<file path="src/rtl/exc_entry_pkg.sv">
package exc_entry_pkg;
  localparam int XW = 32;

  // Status field positions
  localparam int ST_EXL = 1;
  localparam int ST_BEV = 22;
  localparam int ST_CU1 = 29;

  // Cause field positions
  localparam int CA_CODE_LO = 2;
  localparam int CA_CODE_W  = 5;
  localparam int CA_CE_LO   = 28;
  localparam int CA_CE_W    = 2;
  localparam int CA_BD      = 31;

  // Shadow-set control field positions
  localparam int SRS_W      = 4;
  localparam int SRS_CUR_LO = 0;
  localparam int SRS_PRV_LO = 6;
  localparam int SRS_EXC_LO = 12;

  localparam int CLS_W = 4;

  typedef enum logic [CLS_W-1:0] {
    FC_INT    = 4'd0,
    FC_SYSC   = 4'd1,
    FC_RSVD   = 4'd2,
    FC_OVF    = 4'd3,
    FC_TRAP   = 4'd4,
    FC_BRK    = 4'd5,
    FC_MCHK   = 4'd6,
    FC_COPU   = 4'd7,
    FC_ADDR   = 4'd8,
    FC_TLBR   = 4'd9,
    FC_TLBI   = 4'd10,
    FC_TLBM   = 4'd11
  } fault_cls_e;
endpackage

</file>
<file path="src/rtl/exc_class_decode.sv">
module exc_class_decode
  import exc_entry_pkg::*;
(
  input  logic [CLS_W-1:0]     cls,
  output logic [CA_CODE_W-1:0] code,
  output logic                 gen_off
);
  always_comb begin
    gen_off = 1'b1;
    code    = '0;
    case (cls)
      FC_INT:  begin code = 5'd0;  gen_off = 1'b0; end
      FC_SYSC: code = 5'd8;
      FC_RSVD: code = 5'd10;
      FC_OVF:  code = 5'd12;
      FC_TRAP: code = 5'd13;
      FC_BRK:  code = 5'd9;
      FC_MCHK: code = 5'd24;
      FC_COPU: code = 5'd11;
      FC_TLBM: code = 5'd1;
      default: code = 5'd0;
    endcase
  end
endmodule

</file>
<file path="src/rtl/exc_vector_sel.sv">
module exc_vector_sel #(
  parameter int          XLEN      = 32,
  parameter logic [31:0] BASE_NORM = 32'h8000_0000,
  parameter logic [31:0] BASE_BOOT = 32'hBFC0_0200,
  parameter logic [31:0] GEN_OFF   = 32'h0000_0180
) (
  input  logic            bev,
  input  logic            gen_off,
  output logic [XLEN-1:0] vec
);
  logic [XLEN-1:0] base;
  logic [XLEN-1:0] off;

  always_comb begin
    base = bev ? XLEN'(BASE_BOOT) : XLEN'(BASE_NORM);
    off  = gen_off ? XLEN'(GEN_OFF) : '0;
    vec  = base + off;
  end
endmodule

</file>
<file path="src/rtl/exc_state_calc.sv">
module exc_state_calc
  import exc_entry_pkg::*;
#(
  parameter int XLEN       = 32,
  parameter int INSN_BYTES = 4
) (
  input  logic [XLEN-1:0]      pc,
  input  logic [XLEN-1:0]      npc,
  input  logic [XLEN-1:0]      status,
  input  logic [XLEN-1:0]      cause,
  input  logic [XLEN-1:0]      srsctl,
  input  logic [CA_CODE_W-1:0] code,
  output logic [XLEN-1:0]      status_nx,
  output logic [XLEN-1:0]      cause_nx,
  output logic [XLEN-1:0]      epc_nx,
  output logic [XLEN-1:0]      srsctl_nx,
  output logic                 rotate
);
  localparam logic [XLEN-1:0] STEP = XLEN'(INSN_BYTES);

  logic in_slot;

  always_comb begin
    in_slot = (npc != (pc + STEP));
    epc_nx  = in_slot ? (pc - STEP) : pc;

    status_nx         = status;
    status_nx[ST_EXL] = 1'b1;

    cause_nx                             = cause;
    cause_nx[CA_CODE_LO +: CA_CODE_W]    = code;
    cause_nx[CA_CE_LO +: CA_CE_W]        = '0;
    cause_nx[CA_BD]                      = in_slot;

    rotate    = ~status[ST_EXL] & ~status[ST_BEV];
    srsctl_nx = srsctl;
    srsctl_nx[SRS_PRV_LO +: SRS_W] = srsctl[SRS_CUR_LO +: SRS_W];
    srsctl_nx[SRS_CUR_LO +: SRS_W] = srsctl[SRS_EXC_LO +: SRS_W];
  end
endmodule

</file>
<file path="src/rtl/exc_entry_ctl.sv">
module exc_entry_ctl
  import exc_entry_pkg::*;
#(
  parameter int          XLEN       = 32,
  parameter int          INSN_BYTES = 4,
  parameter int          SYNC_DEPTH = 2,
  parameter logic [31:0] BASE_NORM  = 32'h8000_0000,
  parameter logic [31:0] BASE_BOOT  = 32'hBFC0_0200,
  parameter logic [31:0] GEN_OFF    = 32'h0000_0180,
  parameter logic [31:0] RESET_VEC  = 32'hBFC0_0000
) (
  input  logic             clk,
  input  logic             rst_n,
  input  logic             exc_req,
  input  logic [3:0]       exc_cls,
  input  logic             rst_req,
  input  logic [XLEN-1:0]  pc_in,
  input  logic [XLEN-1:0]  npc_in,
  input  logic [XLEN-1:0]  status_in,
  input  logic [XLEN-1:0]  cause_in,
  input  logic [XLEN-1:0]  srsctl_in,
  output logic             redirect,
  output logic [XLEN-1:0]  pc_out,
  output logic             we_status,
  output logic [XLEN-1:0]  status_out,
  output logic             we_cause,
  output logic [XLEN-1:0]  cause_out,
  output logic             we_epc,
  output logic [XLEN-1:0]  epc_out,
  output logic             we_srsctl,
  output logic [XLEN-1:0]  srsctl_out
);
  // reset: asserted asynchronously, released through a synchronizer
  logic [SYNC_DEPTH-1:0] rst_pipe;
  logic                  rst_sync_n;

  always_ff @(posedge clk or negedge rst_n) begin
    if (!rst_n) rst_pipe <= '0;
    else        rst_pipe <= {rst_pipe[SYNC_DEPTH-2:0], 1'b1};
  end
  assign rst_sync_n = rst_pipe[SYNC_DEPTH-1];

  // combinational datapath
  logic [CA_CODE_W-1:0] code;
  logic                 gen_off;
  logic [XLEN-1:0]      vec;
  logic [XLEN-1:0]      status_x, cause_x, epc_x, srsctl_x;
  logic                 rotate;

  exc_class_decode u_decode (
    .cls     (exc_cls),
    .code    (code),
    .gen_off (gen_off)
  );

  exc_vector_sel #(
    .XLEN      (XLEN),
    .BASE_NORM (BASE_NORM),
    .BASE_BOOT (BASE_BOOT),
    .GEN_OFF   (GEN_OFF)
  ) u_vec (
    .bev     (status_in[ST_BEV]),
    .gen_off (gen_off),
    .vec     (vec)
  );

  exc_state_calc #(
    .XLEN       (XLEN),
    .INSN_BYTES (INSN_BYTES)
  ) u_calc (
    .pc        (pc_in),
    .npc       (npc_in),
    .status    (status_in),
    .cause     (cause_in),
    .srsctl    (srsctl_in),
    .code      (code),
    .status_nx (status_x),
    .cause_nx  (cause_x),
    .epc_nx    (epc_x),
    .srsctl_nx (srsctl_x),
    .rotate    (rotate)
  );

  // next-state selection
  logic            redir_d, wst_d, wca_d, wep_d, wsr_d;
  logic [XLEN-1:0] pc_d, st_d;

  always_comb begin
    redir_d = 1'b0;
    wst_d   = 1'b0;
    wca_d   = 1'b0;
    wep_d   = 1'b0;
    wsr_d   = 1'b0;
    pc_d    = vec;
    st_d    = status_x;
    if (rst_req) begin
      redir_d      = 1'b1;
      wst_d        = 1'b1;
      pc_d         = XLEN'(RESET_VEC);
      st_d         = status_in;
      st_d[ST_CU1] = 1'b1;
    end else if (exc_req) begin
      redir_d = 1'b1;
      wst_d   = 1'b1;
      wca_d   = 1'b1;
      wep_d   = 1'b1;
      wsr_d   = rotate;
    end
  end

  // registers
  always_ff @(posedge clk or negedge rst_sync_n) begin
    if (!rst_sync_n) begin
      redirect  <= 1'b0;
      we_status <= 1'b0;
      we_cause  <= 1'b0;
      we_epc    <= 1'b0;
      we_srsctl <= 1'b0;
    end else begin
      redirect  <= redir_d;
      we_status <= wst_d;
      we_cause  <= wca_d;
      we_epc    <= wep_d;
      we_srsctl <= wsr_d;
    end
  end

  always_ff @(posedge clk or negedge rst_sync_n) begin
    if (!rst_sync_n) begin
      pc_out     <= '0;
      status_out <= '0;
      cause_out  <= '0;
      epc_out    <= '0;
      srsctl_out <= '0;
    end else begin
      if (redir_d) pc_out     <= pc_d;
      if (wst_d)   status_out <= st_d;
      if (wca_d)   cause_out  <= cause_x;
      if (wep_d)   epc_out    <= epc_x;
      if (wsr_d)   srsctl_out <= srsctl_x;
    end
  end
endmodule

</file>
<file path="config.mk">
export PLATFORM = sky130hd
export DESIGN_NAME = exc_entry_ctl
export DESIGN_NICKNAME = d
export VERILOG_FILES = /design/src/rtl/exc_entry_pkg.sv /design/src/rtl/exc_class_decode.sv /design/src/rtl/exc_vector_sel.sv /design/src/rtl/exc_state_calc.sv /design/src/rtl/exc_entry_ctl.sv
export SDC_FILE = /design/constraint.sdc
export NUM_CORES = 1
export LEC_CHECK = 0
export ABC_CLOCK_PERIOD_IN_PS = 4200
export BUFFER_PORTS_ARGS = -buffer_cell sky130_fd_sc_hd__buf_2
export CORE_MARGIN = 4
export CORE_UTILIZATION = 40
export DETAILED_ROUTE_END_ITERATION = 10
export PLACE_DENSITY = 0.8
export SLEW_MARGIN = 20
export SYNTH_ARGS = -nofsm -noshare
export SYNTH_HDL_FRONTEND = slang
export SYNTH_SLANG_ARGS = --single-unit
export TNS_END_PERCENT = 100
</file>
<file path="constraint.sdc">
create_clock -name clk -period 4.2 [get_ports clk]
set_input_delay 0.21 -clock clk [delete_from_list [all_inputs] [get_ports clk]]
set_output_delay 0.21 -clock clk [all_outputs]
set_load 0.02 [all_outputs]
</file>
Word-level counts from Yosys, hierarchy flattened --
Cells that the tools add are included.
Word-level totals: register bits 163, output and inout port bits 165, logic and storage cells 36
Operators by class: muxes and demuxes 11, add/sub/neg operators 3, bitwise gates (word level) 3, equal/unequal tests 9, reductions and logical operators 1
Operators with widths (count):
- 2-to-1 mux 32 bit | 2
- 2-to-1 mux 30 bit | 2
- one-hot mux 5 bit (8 select lines) | 1
- adder 32 x 3 -> 32 bit, second input constant | 1
- adder 32 bit | 1
- != test 32 bit | 1
- subtractor 32 x 3 -> 32 bit, second input constant | 1
- == test 4 x 3 -> 1 bit, second input constant | 4
- 2-to-1 mux 9 bit | 1
- == test 4 x 2 -> 1 bit, second input constant | 2
- 2-to-1 mux 1 bit | 5
- == test 4 x 1 -> 1 bit, second input constant | 1
- == test 4 bit, second input constant | 1
- zero test 4 bit | 1
- inverter 1 bit | 2
- AND 1 bit | 1

Depth between registers and ports, before layout --
word-level depth 4, mapped depth 12

By module --
A second synthesis with hierarchy kept.
Second synthesis, totals: cells, all modules 920, area, all modules 9862.0 um^2
By module, submodules not included:
- exc_entry_ctl | cells an instance 457, times used 1, area an instance 6776.5 um^2
- exc_state_calc | cells an instance 416, times used 1, area an instance 2752.6 um^2
- exc_vector_sel | cells an instance 34, times used 1, area an instance 247.7 um^2
- exc_class_decode | cells an instance 13, times used 1, area an instance 85.1 um^2

Worst setup path before layout --
No wires, ideal clock.
path kind input-to-reg, start in pc_in[18], end reg epc_out[31], required time 4.118 ns, arrival time 3.185 ns, stages 9, path buffers 1, setup time 0.082 ns, setup slack 0.933 ns, path through buf_6 or4_4 or4_4 or3_4 or3_4 or4_4 or3_1 or3_1 a31oi_1
Between the ends: word-level cells in the longest chain between the ends 3, elaborated cells on any way between the ends 4, those cells by class 2 x add/sub; 1 x eq/ne; 1 x mux
Ends and longest elaborated chain:
- from (decl) | line exc_entry_ctl.sv:17 | input logic [XLEN-1:0] pc_in,
- adder 32 x 3 -> 32 bit | line exc_state_calc.sv:24 | in_slot = (npc != (pc + STEP));
- != test 32 bit | line exc_state_calc.sv:24
- 2-to-1 mux 32 bit (*) | line exc_state_calc.sv:25 | epc_nx = in_slot ? (pc - STEP) : pc;
- to (signal assigned) | line exc_entry_ctl.sv:139 | if (wep_d) epc_out <= epc_x;
- to (decl) | line exc_entry_ctl.sv:29 | output logic [XLEN-1:0] epc_out,
Every way passes the cells marked *; elsewhere a longest branch is shown, timed or not. A chain may end at the register's enable or synchronous reset.

Final worst setup path --
start in pc_in[4], end reg epc_out[31]
The elaborated chain is that of the path after synthesis.

==> summary.md <==
| Metric | Value |
|---|---|
| Final period util | 72.5% |
| Detailed Route WL | 20800 µm |
| Pwr dens | 431 nW/µm² |
| Post-synthesis cell count | 708 |
| Final Total Pwr | 0.00401 W |
| Worst reg2reg setup slack | 2.85 ns |
| Max Cap Violations | 0 |
| Slew @ Worst Pin | 0.913 ns |
| Unrepaired setup endpoints after global routing | no |
| CP arrival | 3.37 ns |
| Post-Syn Area | 6980 µm² |
| Largest net degree at the start of global routing | 61 |
| Final nets | 1163 |
| DRC Markers | 0 |
| Final core occ | 54.2% |
| EDFF count, synth | 0 |
| Die footprint | 19600 µm² |
| Routed Antenna Nets | 0 |
| Max-slew violation count | 0 |
| Drt pass-1 iters | 5 |
| Sw frac | 30.8% |
| Drt wl/cell | 16.9 µm |
| Total number of vias | 6346 |
| Io pins | 333 |
| Static leakage | 4.35 nW |
| Clock latency on the worst-skew pair | 0.40 ns |
| Int Pwr | 0.00278 W |
| Clk sink count | 131 |
| Clock Path Buffers | 2 |
| Antenna violations before repair | 1 |
| Clk pwr share | 39.3% |
| Postcts setup bufs | 0 |
| WS Path Type | input pin to flip-flop |
| Non-Filler Instances | 1231 |
| Fillers | 1524 |
| Worst hold stages | 3 |
| Psw | 0.00123 W |
| Cells after DPL | 1176 |
| Combinational power share | 22.8% |
| Post-Place Setup Slack | 0.753 ns |
| Peak VDD IR | 260 µV |
| Min-delay src | cause_in[7] |
| Worst setup margin | 1.16 ns |
| Grt total ovfl | 0 |
| Avg Inst Size Synth | 9.85 µm² |
| Worst-path fanout max | 16 |
| Die height | 140 µm |
| Starting density of the core | 40.6% |
| Number of global-route vias before repair | 6196 |
| Hold endpoint | cause_out[7] |
| Starting DRC count in detailed routing | 393 |
| Slew headroom | 39.0% |
| Diode count | 0 |
| Final setup violating endpoints | 0 |
| Syn. warnings | 0 |
| P&R area growth vs syn | 33.5% |
| Critical path launch point type | input pin |
| Total track usage | 20.9% |
| Number of buffers created by CTS | 17 |
| Tmin final | 3.04 ns |
| Fmax | 329 MHz |
| Port Buffers | 298 |
| Reg power frac | 38.0% |
| Asr flop ratio synth | 100% |
| Final HPWL from detailed placement | 15600 µm |
| Hold Crit Class | input pin to flip-flop |
| Clk slew on worst S/H paths | 0.06 ns |
| Rows | 48 |
| Register-to-Register Path Depth | 1 |
| Critical path data required time | 4.52 ns |
| Routed vias/inst | 5.16 |
| H-tree depth | 4 |
| Outcome | finished, final reports clean |
| Register area share after synthesis | 47.0% |
| Ys flop type | dfrtp_1 |
| Fraction of layout cells with a size suffix above 1 | 41.4% |
| Final hold vios | 0 |
| Width of the chip | 140 µm |
| Root Driver | clkbuf_16 |
| Setup TNS | 0 ns |
| CP Capture Type | flip-flop |
| Core area | 17200 µm² |
| First-pass GRT wire length | 33100 µm |
| Placer Congestion | 0.908 |
| R2r startpoint | rst_pipe[1] |
| R2r endpoint | epc_out[28] |
| Unique cell type count in the Yosys netlist | 58 |
| Post-Route Skew | 0.00435 ns |
| TritonCTS clock tree | done |
| Seq cells post-synth | 131 |
power groups by stage:
stage          logic (W)  clock network, W  registers, W
2_1_floorplan   0.000347                 0       0.00176
3_3_place_gp    0.000888                 0       0.00153
3_5_place_dp    0.000902                 0       0.00154
4_1_cts         0.000924           0.00161       0.00152
5_1_grt         0.000988           0.00167       0.00155
6_report        0.000913           0.00158       0.00152
registers in the layout (all words and copies together), names as in the netlist:
name        count
we_status       1
srsctl_out     28
status_out     32
pc_out          4
cause_out      30
we_srsctl       1
we_epc          1
epc_out        32
rst_pipe        2
how the worst max path moves through the flow:
| stage | start | to | slack, ns | cells past startpoint |
|---|---|---|---|---|
| final | pc_in[4] | epc_out[31] | 1.16 | 9 |
| after global routing | pc_in[5] | epc_out[12] | 0.93 | 10 |
| after CTS | pc_in[17] | epc_out[31] | 1.19 | 9 |
| after detailed placement | pc_in[17] | epc_out[31] | 0.75 | 9 |
| after global placement | pc_in[17] | epc_out[31] | 0.78 | 9 |
| after floorplan | rst_pipe[1] | cause_out[0] | 0.28 | 0 |
cell type report:
type,instances,area (µm²),area share (%)
Sequential cell,131,3280,35.2
Inverter,10,37.5,0.403
Timing Repair Buffer,329,1780,19.1
Tap cell,225,282,3.02
Clock buffer,18,429,4.61
Multi-Input combinational cell,504,3300,35.4
Clock inverter,14,201,2.16
cells by family (layout without fill, tap and decap cells):
logic type,count (synthesis),count (layout),share of synthesized area (%)
mux,61,61,9.79
fa+ha+maj,2,2,0.359
buf+inv,94,371,7.21
other cells,2,23,0.108
flops,131,131,47.0
xor+xnor,38,38,4.77
compound gates,96,96,8.79
simple gates,284,284,22.0
worst max-delay path, stage by stage:
cell	delay, ns
buf_2	0.19
or4_1	0.60
nor4_1	0.36
or3b_2	0.55
nand2b_1	0.23
or4_4	0.44
or3_1	0.33
or3_1	0.31
a31oi_1	0.16
cell usage in the layout (no fill, tap or decap), types with 6 or more instances in the layout:
cell / count
buf_2: 298
dfrtp_1: 130
nand2_1: 101
mux2_2: 58
nor2_1: 30
a31oi_1: 28
o21ai_0: 26
or3_1: 25
conb_1: 23
dlygate4sd3_1: 23
xnor2_1: 20
or4_1: 20
xor2_1: 18
clkbuf_16: 17
nand3_1: 14
nor3_1: 14
nand4_1: 12
a21oi_1: 11
inv_1: 9
buf_4: 8
nor2b_1: 7
o31ai_1: 7
nand3b_1: 6
nand4b_1: 6
per-layer routing:
| metal | vias up | share of wire (%) | GRT usage (%) | wire length (µm) |
|---|---|---|---|---|
| li1 | 3032 | - | - | - |
| met1 | 3019 | 39 | 25.0 | 8190 |
| met2 | 264 | 52 | 36.8 | 10700 |
| met3 | 29 | 6.8 | 5.33 | 1420 |
| met4 | 2 | 2.0 | 6.68 | 422 |
| met5 | - | 0.063 | 0 | 13 |
what timing repair did:
action | 4_1_cts | 5_1_grt
gates resized for setup | 0 | 0
hold buffers | 23 | 0
endpoints found under the hold margin | 24 | 0
through the flow:
stage          hold slack, ns  instance area (µm²)
2_1_floorplan         -0.0856                 7060
3_3_place_gp         -0.00450                 8450
3_5_place_dp        -0.000391                 8450
4_1_cts               0.00295                 9310
5_1_grt               0.00807                 9310
6_report               0.0195                 9310
synth_stat cells, types with 6 or more instances:
cell type,count,area share [%]
or3_1,25,2.2
mux2_2,58,9.4
or4_1,20,2.2
nor3_1,15,1.1
nand4_1,12,1.1
nor2_1,31,1.7
nor2b_1,7,0.63
o31ai_1,7,0.75
xor2_1,18,2.3
clkbuf_1,37,2.0
o21ai_0,26,1.9
nand2_1,101,5.4
nand3_1,14,1.0
buf_4,36,3.9
a21oi_1,11,0.79
dfrtp_1,131,47
nand3b_1,6,0.65
a31oi_1,28,2.5
xnor2_1,20,2.5
inv_1,10,0.54
buf_2,6,0.43
nand4b_1,6,0.75
Power figures use the tool's default switching activity.
